## config.mk

```make
export PLATFORM = sky130hd
export DESIGN_NAME = opfwd_bypass
export DESIGN_NICKNAME = d
export VERILOG_FILES = /design/src/rtl/opfwd_pkg.sv /design/src/rtl/opfwd_operand_mux.sv /design/src/rtl/opfwd_hazard.sv /design/src/rtl/opfwd_stage_regs.sv /design/src/rtl/opfwd_wb_port.sv /design/src/rtl/opfwd_bypass.sv
export SDC_FILE = /design/constraint.sdc
export NUM_CORES = 1
export LEC_CHECK = 0
export ABC_CLOCK_PERIOD_IN_PS = 7800
export BUFFER_PORTS_ARGS = -buffer_cell sky130_fd_sc_hd__buf_2
export CAP_MARGIN = 20
export CORE_MARGIN = 4
export CORE_UTILIZATION = 38
export CTS_CLUSTER_DIAMETER = 200
export CTS_CLUSTER_SIZE = 25
export DETAILED_ROUTE_END_ITERATION = 10
export PLACE_DENSITY_LB_ADDON = 0.3
export SLEW_MARGIN = 40
export SYNTH_ARGS = -nofsm -noshare
export SYNTH_HDL_FRONTEND = slang
export SYNTH_SLANG_ARGS = --single-unit
```

## constraint.sdc

```tcl
create_clock -name clk -period 7.8 [get_ports clk]
set_clock_uncertainty 0.05 [all_clocks]
set_input_delay 1.56 -clock clk [delete_from_list [all_inputs] [get_ports clk]]
set_output_delay 1.56 -clock clk [all_outputs]
set_load 0.02 [all_outputs]
```

## src/rtl/opfwd_pkg.sv

```systemverilog
package opfwd_pkg;

    localparam int XLEN  = 32;
    localparam int RAW   = 5;
    localparam int NPROD = 3;
    localparam int NRD   = 2;
    localparam logic [XLEN-1:0] LINK_STEP = XLEN'(4);

    typedef enum logic [1:0] {
        WB_ALU  = 2'd0,
        WB_LOAD = 2'd1,
        WB_LINK = 2'd2,
        WB_CSR  = 2'd3
    } wb_src_e;

    typedef struct packed {
        logic            wen;
        logic [RAW-1:0]  rd;
        wb_src_e         src;
        logic [XLEN-1:0] pc;
    } stage_ctl_t;

    typedef struct packed {
        logic            hit_en;
        logic [RAW-1:0]  rd;
        logic [XLEN-1:0] val;
    } fwd_src_t;

    function automatic logic [XLEN-1:0] pick_wb(
        input wb_src_e         src,
        input logic [XLEN-1:0] alu,
        input logic [XLEN-1:0] ld,
        input logic [XLEN-1:0] pc,
        input logic [XLEN-1:0] csr
    );
        logic [XLEN-1:0] r;
        case (src)
            WB_LOAD: r = ld;
            WB_LINK: r = pc + LINK_STEP;
            WB_CSR:  r = csr;
            default: r = alu;
        endcase
        return r;
    endfunction

    function automatic logic addr_hits(input fwd_src_t p, input logic [RAW-1:0] a);
        return p.hit_en && (p.rd == a) && (a != '0);
    endfunction

endpackage

```

## src/rtl/opfwd_operand_mux.sv

```systemverilog
module opfwd_operand_mux
    import opfwd_pkg::*;
#(
    parameter int NSRC = NPROD
) (
    input  logic [RAW-1:0]  src_addr,
    input  logic [XLEN-1:0] rf_val,
    input  fwd_src_t        prod [NSRC],
    output logic [XLEN-1:0] opnd
);
    // prod[0] is the nearest stage; walking from farthest to nearest lets the
    // nearest hit overwrite the others.
    always_comb begin
        opnd = rf_val;
        for (int i = NSRC - 1; i >= 0; i--) begin
            if (addr_hits(prod[i], src_addr)) begin
                opnd = prod[i].val;
            end
        end
        if (src_addr == '0) begin
            opnd = '0;
        end
    end
endmodule

```

## src/rtl/opfwd_hazard.sv

```systemverilog
module opfwd_hazard
    import opfwd_pkg::*;
(
    input  stage_ctl_t     de_ctl,
    input  logic [RAW-1:0] rs1,
    input  logic [RAW-1:0] rs2,
    output logic           ld_use
);
    logic de_is_load;
    logic dst_live;

    always_comb begin
        de_is_load = (de_ctl.src == WB_LOAD);
        dst_live   = de_ctl.wen && (de_ctl.rd != '0);
        ld_use     = de_is_load && dst_live &&
                     ((de_ctl.rd == rs1) || (de_ctl.rd == rs2));
    end
endmodule

```

## src/rtl/opfwd_stage_regs.sv

```systemverilog
module opfwd_stage_regs
    import opfwd_pkg::*;
(
    input  logic            clk,
    input  logic            rst,
    input  logic            stall,
    input  logic            expt,
    input  logic            ld_bubble,
    input  stage_ctl_t      id_ctl,
    input  logic [XLEN-1:0] id_a,
    input  logic [XLEN-1:0] id_b,
    input  logic [XLEN-1:0] ex_alu,
    input  logic [XLEN-1:0] mem_load,
    input  logic [XLEN-1:0] mem_csr,
    output stage_ctl_t      de_ctl,
    output logic [XLEN-1:0] de_a,
    output logic [XLEN-1:0] de_b,
    output stage_ctl_t      em_ctl,
    output logic [XLEN-1:0] em_alu,
    output stage_ctl_t      mw_ctl,
    output logic [XLEN-1:0] mw_alu,
    output logic [XLEN-1:0] mw_load,
    output logic [XLEN-1:0] mw_csr
);
    // decode -> execute: cleared on reset or exception, bubbled on load-use
    always_ff @(posedge clk) begin
        if (rst || expt) begin
            de_ctl <= '0;
            de_a   <= '0;
            de_b   <= '0;
        end else if (!stall) begin
            if (ld_bubble) begin
                de_ctl <= '0;
                de_a   <= '0;
                de_b   <= '0;
            end else begin
                de_ctl <= id_ctl;
                de_a   <= id_a;
                de_b   <= id_b;
            end
        end
    end

    // execute -> memory
    always_ff @(posedge clk) begin
        if (rst) begin
            em_ctl <= '0;
            em_alu <= '0;
        end else if (!stall) begin
            em_ctl <= de_ctl;
            em_alu <= ex_alu;
        end
    end

    // memory -> writeback
    always_ff @(posedge clk) begin
        if (rst) begin
            mw_ctl  <= '0;
            mw_alu  <= '0;
            mw_load <= '0;
            mw_csr  <= '0;
        end else if (!stall) begin
            mw_ctl  <= em_ctl;
            mw_alu  <= em_alu;
            mw_load <= mem_load;
            mw_csr  <= mem_csr;
        end
    end
endmodule

```

## src/rtl/opfwd_wb_port.sv

```systemverilog
module opfwd_wb_port
    import opfwd_pkg::*;
(
    input  logic            stall,
    input  stage_ctl_t      mw_ctl,
    input  logic [XLEN-1:0] mw_alu,
    input  logic [XLEN-1:0] mw_load,
    input  logic [XLEN-1:0] mw_csr,
    output logic            rf_we,
    output logic [RAW-1:0]  rf_waddr,
    output logic [XLEN-1:0] rf_wdata
);
    always_comb begin
        rf_wdata = pick_wb(mw_ctl.src, mw_alu, mw_load, mw_ctl.pc, mw_csr);
        rf_waddr = mw_ctl.rd;
        rf_we    = mw_ctl.wen && !stall && (mw_ctl.rd != '0);
    end
endmodule

```

## src/rtl/opfwd_bypass.sv

```systemverilog
module opfwd_bypass
    import opfwd_pkg::*;
(
    input  logic            clk,
    input  logic            rst,
    input  logic            stall,
    input  logic            expt,
    input  logic [RAW-1:0]  id_rs1,
    input  logic [RAW-1:0]  id_rs2,
    input  logic [XLEN-1:0] id_rf_rs1_val,
    input  logic [XLEN-1:0] id_rf_rs2_val,
    input  logic [RAW-1:0]  id_rd,
    input  logic            id_wen,
    input  logic [1:0]      id_wb_src,
    input  logic [XLEN-1:0] id_pc,
    input  logic [XLEN-1:0] ex_alu_res,
    input  logic [XLEN-1:0] mem_load_val,
    input  logic [XLEN-1:0] mem_csr_val,
    output logic [XLEN-1:0] opnd_rs1,
    output logic [XLEN-1:0] opnd_rs2,
    output logic [XLEN-1:0] ex_opnd_a,
    output logic [XLEN-1:0] ex_opnd_b,
    output logic            hazard_ld_use,
    output logic            rf_we,
    output logic [RAW-1:0]  rf_waddr,
    output logic [XLEN-1:0] rf_wdata
);
    localparam int P_EX  = 0;
    localparam int P_MEM = 1;
    localparam int P_WB  = 2;

    stage_ctl_t      id_ctl, de_ctl, em_ctl, mw_ctl;
    logic [XLEN-1:0] em_alu, mw_alu, mw_load, mw_csr;
    fwd_src_t        prod [NPROD];
    logic [RAW-1:0]  rd_addr [NRD];
    logic [XLEN-1:0] rd_rf   [NRD];
    logic [XLEN-1:0] rd_opnd [NRD];

    always_comb begin
        id_ctl.wen = id_wen;
        id_ctl.rd  = id_rd;
        id_ctl.src = wb_src_e'(id_wb_src);
        id_ctl.pc  = id_pc;
    end

    // producers, nearest first
    always_comb begin
        prod[P_EX].hit_en  = de_ctl.wen && (de_ctl.src != WB_LOAD);
        prod[P_EX].rd      = de_ctl.rd;
        prod[P_EX].val     = ex_alu_res;
        prod[P_MEM].hit_en = em_ctl.wen;
        prod[P_MEM].rd     = em_ctl.rd;
        prod[P_MEM].val    = pick_wb(em_ctl.src, em_alu, mem_load_val, em_ctl.pc, mem_csr_val);
        prod[P_WB].hit_en  = mw_ctl.wen;
        prod[P_WB].rd      = mw_ctl.rd;
        prod[P_WB].val     = rf_wdata;
    end

    always_comb begin
        rd_addr[0] = id_rs1;
        rd_addr[1] = id_rs2;
        rd_rf[0]   = id_rf_rs1_val;
        rd_rf[1]   = id_rf_rs2_val;
    end

    for (genvar g = 0; g < NRD; g++) begin : g_port
        opfwd_operand_mux #(.NSRC(NPROD)) i_mux (
            .src_addr (rd_addr[g]),
            .rf_val   (rd_rf[g]),
            .prod     (prod),
            .opnd     (rd_opnd[g])
        );
    end

    assign opnd_rs1 = rd_opnd[0];
    assign opnd_rs2 = rd_opnd[1];

    opfwd_hazard i_hazard (
        .de_ctl (de_ctl),
        .rs1    (id_rs1),
        .rs2    (id_rs2),
        .ld_use (hazard_ld_use)
    );

    opfwd_stage_regs i_regs (
        .clk       (clk),
        .rst       (rst),
        .stall     (stall),
        .expt      (expt),
        .ld_bubble (hazard_ld_use),
        .id_ctl    (id_ctl),
        .id_a      (opnd_rs1),
        .id_b      (opnd_rs2),
        .ex_alu    (ex_alu_res),
        .mem_load  (mem_load_val),
        .mem_csr   (mem_csr_val),
        .de_ctl    (de_ctl),
        .de_a      (ex_opnd_a),
        .de_b      (ex_opnd_b),
        .em_ctl    (em_ctl),
        .em_alu    (em_alu),
        .mw_ctl    (mw_ctl),
        .mw_alu    (mw_alu),
        .mw_load   (mw_load),
        .mw_csr    (mw_csr)
    );

    opfwd_wb_port i_wb (
        .stall    (stall),
        .mw_ctl   (mw_ctl),
        .mw_alu   (mw_alu),
        .mw_load  (mw_load),
        .mw_csr   (mw_csr),
        .rf_we    (rf_we),
        .rf_waddr (rf_waddr),
        .rf_wdata (rf_wdata)
    );
endmodule

```

Word-level counts from Yosys, hierarchy flattened
Cells that the tools add are included.
{ "word_totals": {"reg_bits": 312, "in_bits": 214, "output_inout_bits": 167, "elab_cells": 74} }
{ "op_classes": {"addsub": 2, "n_eq_ne": 14, "mux": 13, "n_reduce_logical": 27} }
{ "ops": {"columns": ["cell", "count"], "rows": [
  ["2-to-1 mux 32 bit", 10],
  ["one-hot mux 32 bit (3 select lines)", 2],
  ["adder 32 x 3 -> 32 bit (second input constant)", 2],
  ["2-to-1 mux 40 bit", 1],
  ["equality test 5 bit", 6],
  ["nonzero test 5 bit", 4],
  ["logical AND 1 bit", 18],
  ["zero test 5 bit", 2],
  ["equality test 2 bit (second input constant)", 4],
  ["equality test 2 x 1 -> 1 bit (second input constant)", 3],
  ["logical OR 1 bit", 2],
  ["inequality test 2 x 1 -> 1 bit (second input constant)", 1],
  ["zero test 1 bit", 1]
]} }

Logic depth before layout (Yosys ltp)
{ "depth": {"word_depth": 8, "depth_mapped": 11} }

Cells and area by module
A second synthesis with hierarchy kept.
{ "hier_totals": {"cells_unflattened": 1886, "hier_area_um2": 17430.5} }
{ "modules_own_cells": {"columns": ["module", "instances", "cells_each", "area_per_inst_um2"], "rows": [
  ["opfwd_stage_regs", 1, 1133, 11700.0],
  ["opfwd_operand_mux", 2, 220, 1370.1],
  ["opfwd_wb_port", 1, 150, 1441.4],
  ["opfwd_bypass", 1, 145, 1416.4],
  ["opfwd_hazard", 1, 18, 132.6]
]} }

Worst setup path before layout
No wires, ideal clock.
{ "synth_timing": {"path_kind": "input to output", "startpoint": "input id_rs2[0]", "endpoint": "output opnd_rs2[21]", "arrival_ns": 3.795, "slack_ns": 2.395, "stages": 8, "cell_sequence": "clkbuf_1 > xor2_1 > or4_4 > nor3_2 > buf_2 > nor3_1 > a311oi_1 > nor3b_1"} }
{ "synth_between": {"elab_chain_len": 7} }
{ "synth_rtl": {"columns": ["item", "line", "rtl"], "rows": [
  ["start, declared", "opfwd_bypass.sv:9", "input logic [RAW-1:0] id_rs2,"],
  ["equality test 5 bit", "opfwd_pkg.sv:47", "return p.hit_en && (p.rd == a) && (a != '0);"],
  ["logical AND 1 bit (2 in series)", "opfwd_pkg.sv:47", null],
  ["2-to-1 mux 32 bit (3 in series)", "opfwd_operand_mux.sv:16", "if (addr_hits(prod[i], src_addr)) begin"],
  ["2-to-1 mux 32 bit *", "opfwd_operand_mux.sv:20", "if (src_addr == '0) begin"],
  ["end, declared", "opfwd_bypass.sv:20", "output logic [XLEN-1:0] opnd_rs2,"]
]} }
Mark *: on every way between the ends. The rest lies on a longest branch, timed or not.

Final worst setup path
{ "layout_timing": {"startpoint": "input id_rs2[1]", "endpoint": "output opnd_rs2[23]"} }
Same word-level chain as after synthesis.

==> impl_results.md <==
* Status: finished, final reports clean
* Yosys warning count at 0
* Pre-antenna DRT Iters at 7
* Startpoint Class: input port
* Crit-path max FO at 13
* Distinct cells, synth at 75
* Minimum hold slack at ~0.41 ns
* VDD IR max at about 0.11 mV
* RSZ-0062 raised after global routing: false
* H-tree lvl count at 1
* Initial drt markers at roughly 1700
* Post-synth ARST share at 0
* GRT overflow at 0
* Die Wd at approximately 220 um
* F_max at about 160 MHz
* Sequential cell area fraction in the yosys report at 0.3730
* Slew margin rel. at 0.3561
* Vias at between 15000 and 20000
* Total track usage at 0.2739
* Reg clk slew, reported paths at about 0.11 ns
* Final instance area at between 15000 and 20000 um^2
* RePlAce Congestion at between 0.9 and 1
* Port-buffer cells at 380
* Share of post-route cells with drive strength above 1 at 0.2378
* FILL cells at around 4400
* Nets at around 2400
* Drt wl/cell at 24.94 um
* Clk Latency, worst-skew pair at between 0.5 and 0.6 ns
* HP Class: register to register
* TNS Setup at 0 ns
* Setup-failing EPs final at 0
* Top Registers: i_regs.de_ctl (40), i_regs.em_ctl (40), i_regs.mw_ctl (40)
* Fin crit share at 0.8231
* Placeable Area at 43360 um^2
* DIE AREA at between 40000 and 50000 um^2
* MaxCap Viol Count at 0
* Routed WL at between 60000 and 70000 um
* Fin. Hold Viols at 0
* FF+latch count, synth at ~310
* Via-to-Cell Ratio at 5.874
* Sink Count at about 310
* Pleak at 8.347 nW
* Critical Path RT at 6.19 ns
* Mapped Area at between 15000 and 20000 um^2
* DRC at 0
* Area delta synth->final at 15.15%
* Crit Path Class: input port to output pin
* CTS Hold Bufs at 0
* Minimum clock period at ~6.4 ns
* Resized cells post-CTS at 0
* Fin cells at approximately 2800
* EDFF count, synth at 0
* Largest net degree at the start of global routing at about 140
* Initial Utilization at 0.3862
* Post-CTS setup buffer count at 0
* WP data arrival at a little under 5 ns
* Post-Syn Area per Cell at about 8.6 um^2
* Fin. max-slew vios at 0
* CTS Buf Count at 16
* ANT nets after route at 0
* First-pass GRT wire length at roughly 100000 um
* HPWL Detailed at about 53000 um
* FP Rows at 76
* Synthesized net count at between 2000 and 2500
* Pwr Density at around 160 nW/um^2
* Measured slew at the worst slew-check pin at 0.9584 ns
* Area post-placement at 18800 um^2
* CTS max path bufs at 3
* Vias in the first global route at approximately 15000
* Cell count after placement at 2744
* Initial antenna violation count at 10
* Die span in y at between 200 and 250 um
* IO Pins at 381
* Main synth FF type: dfxtp_1
* Root buffer cell: clkbuf_16
* Crit. End Element: output pin
* Mapped Cells at about 2000
* TritonCTS clock tree: done
-- critical path, cell delays in order --
cell and delay [ns]:
buf_2 0.13, or4_1 0.56, nor2_2 0.52, or3_1 0.59
nand2_1 0.61, o32ai_1 0.44, a211oi_1 0.11, o21a_1 0.14
buf_2 0.15
-- path summary, 6_finish.rpt --
check	start	to	slack [ns]	cells past startpoint
max	id_rs2[1]	opnd_rs2[23]	1.38	9
min	i_regs.de_b[11]$_SDFFE_PP0N_	i_regs.de_b[11]$_SDFFE_PP0N_	0.41	2
max reg2reg	i_regs.mw_ctl[2]$_SDFFE_PP0N_	i_regs.de_a[22]$_SDFFE_PP0N_	4.10	8
min reg2reg	i_regs.de_b[11]$_SDFFE_PP0N_	i_regs.de_b[11]$_SDFFE_PP0N_	0.41	2
-- synth_stat cells (12+ instances only) --
library cell,n,share of area
nand2b_1,12,0.0045
nand3_1,72,0.022
nor3_1,19,0.0057
o221ai_1,17,0.0089
mux2i_1,241,0.14
xor2_1,28,0.015
nand2_1,162,0.036
a22o_1,31,0.016
inv_1,17,0.0038
buf_1,28,0.0063
o22ai_1,25,0.0093
nor4_1,15,0.0056
buf_2,26,0.0078
buf_4,37,0.017
mux4_2,19,0.026
xnor2_1,35,0.018
dfxtp_1,312,0.37
o31ai_1,15,0.0067
mux2_2,31,0.021
nor2_1,293,0.066
a21oi_1,89,0.027
clkbuf_1,104,0.023
o21ai_0,49,0.015
nand4_1,26,0.0097
a211oi_1,20,0.0090
or4_1,15,0.0067
a31oi_1,15,0.0056
or3_1,15,0.0056
-- metrics by stage --
| step | power, mW | worst slack, ns | util |
|---|---|---|---|
| final | 3.118 | 1.379 | 0.4447 |
| after global routing | 3.234 | 1.261 | 0.4445 |
| after CTS | 3.134 | 1.498 | 0.4436 |
| after detailed placement | 2.216 | 1.508 | 0.4336 |
| after global placement | 2.208 | 1.590 | 0.4318 |
| after floorplan | 2.008 | 2.395 | - |
-- layer usage --
| metal | track usage | vias to the layer above | wire length, um |
|---|---|---|---|
| met5 | 0 | - | 73 |
| met4 | 0.08658 | 12 | 2531 |
| met3 | 0.04821 | 135 | 5705 |
| li1 | - | 7408 | - |
| met2 | 0.4466 | 789 | 32220 |
| met1 | 0.3702 | 7909 | 28470 |
-- layout by cell type (no fill, tap or decap), types with 35 or more instances in the layout --
cell       n
buf_2    378
a21oi_1   89
o21ai_0   49
xnor2_1   35
dfxtp_1  309
mux2i_1  241
nor2_1   291
nand3_1   72
nand2_1  161
-- kinds of logic (layout without fill, tap and decap cells) --
family | Yosys count | count (layout) | synth area share
flops | 312 | 312 | 0.3730
xor+xnor | 63 | 63 | 0.03295
simple gates | 699 | 699 | 0.1947
compound gates | 365 | 365 | 0.1494
buf+inv | 213 | 446 | 0.05798
other cells | 0 | 4 | 0
mux | 291 | 291 | 0.1905
fa+ha+maj | 2 | 2 | 0.001494
-- final cells by class --
type                    instances  area, um^2  area share
diodes                          4       10.01   0.0005191
clock buffers                  16       400.4     0.02077
clock inverters                 2       32.53    0.001687
inverters                      18       67.56    0.003504
multi-input cells            1420        9569      0.4963
flip-flops and latches        312        6250      0.3241
well taps                     585       732.0     0.03796
repair buffers                410        2220      0.1151
-- report_power, final --
part	internal, mW	leakage (nW)	total, mW	switching, mW
Sequential	1.65	2.55	1.69	0.0429
Combinational	0.190	5.59	0.496	0.305
Clock	0.379	0.211	0.929	0.550
Total	2.22	8.35	3.12	0.898
No activity file was read; power rests on OpenSTA's default activity.
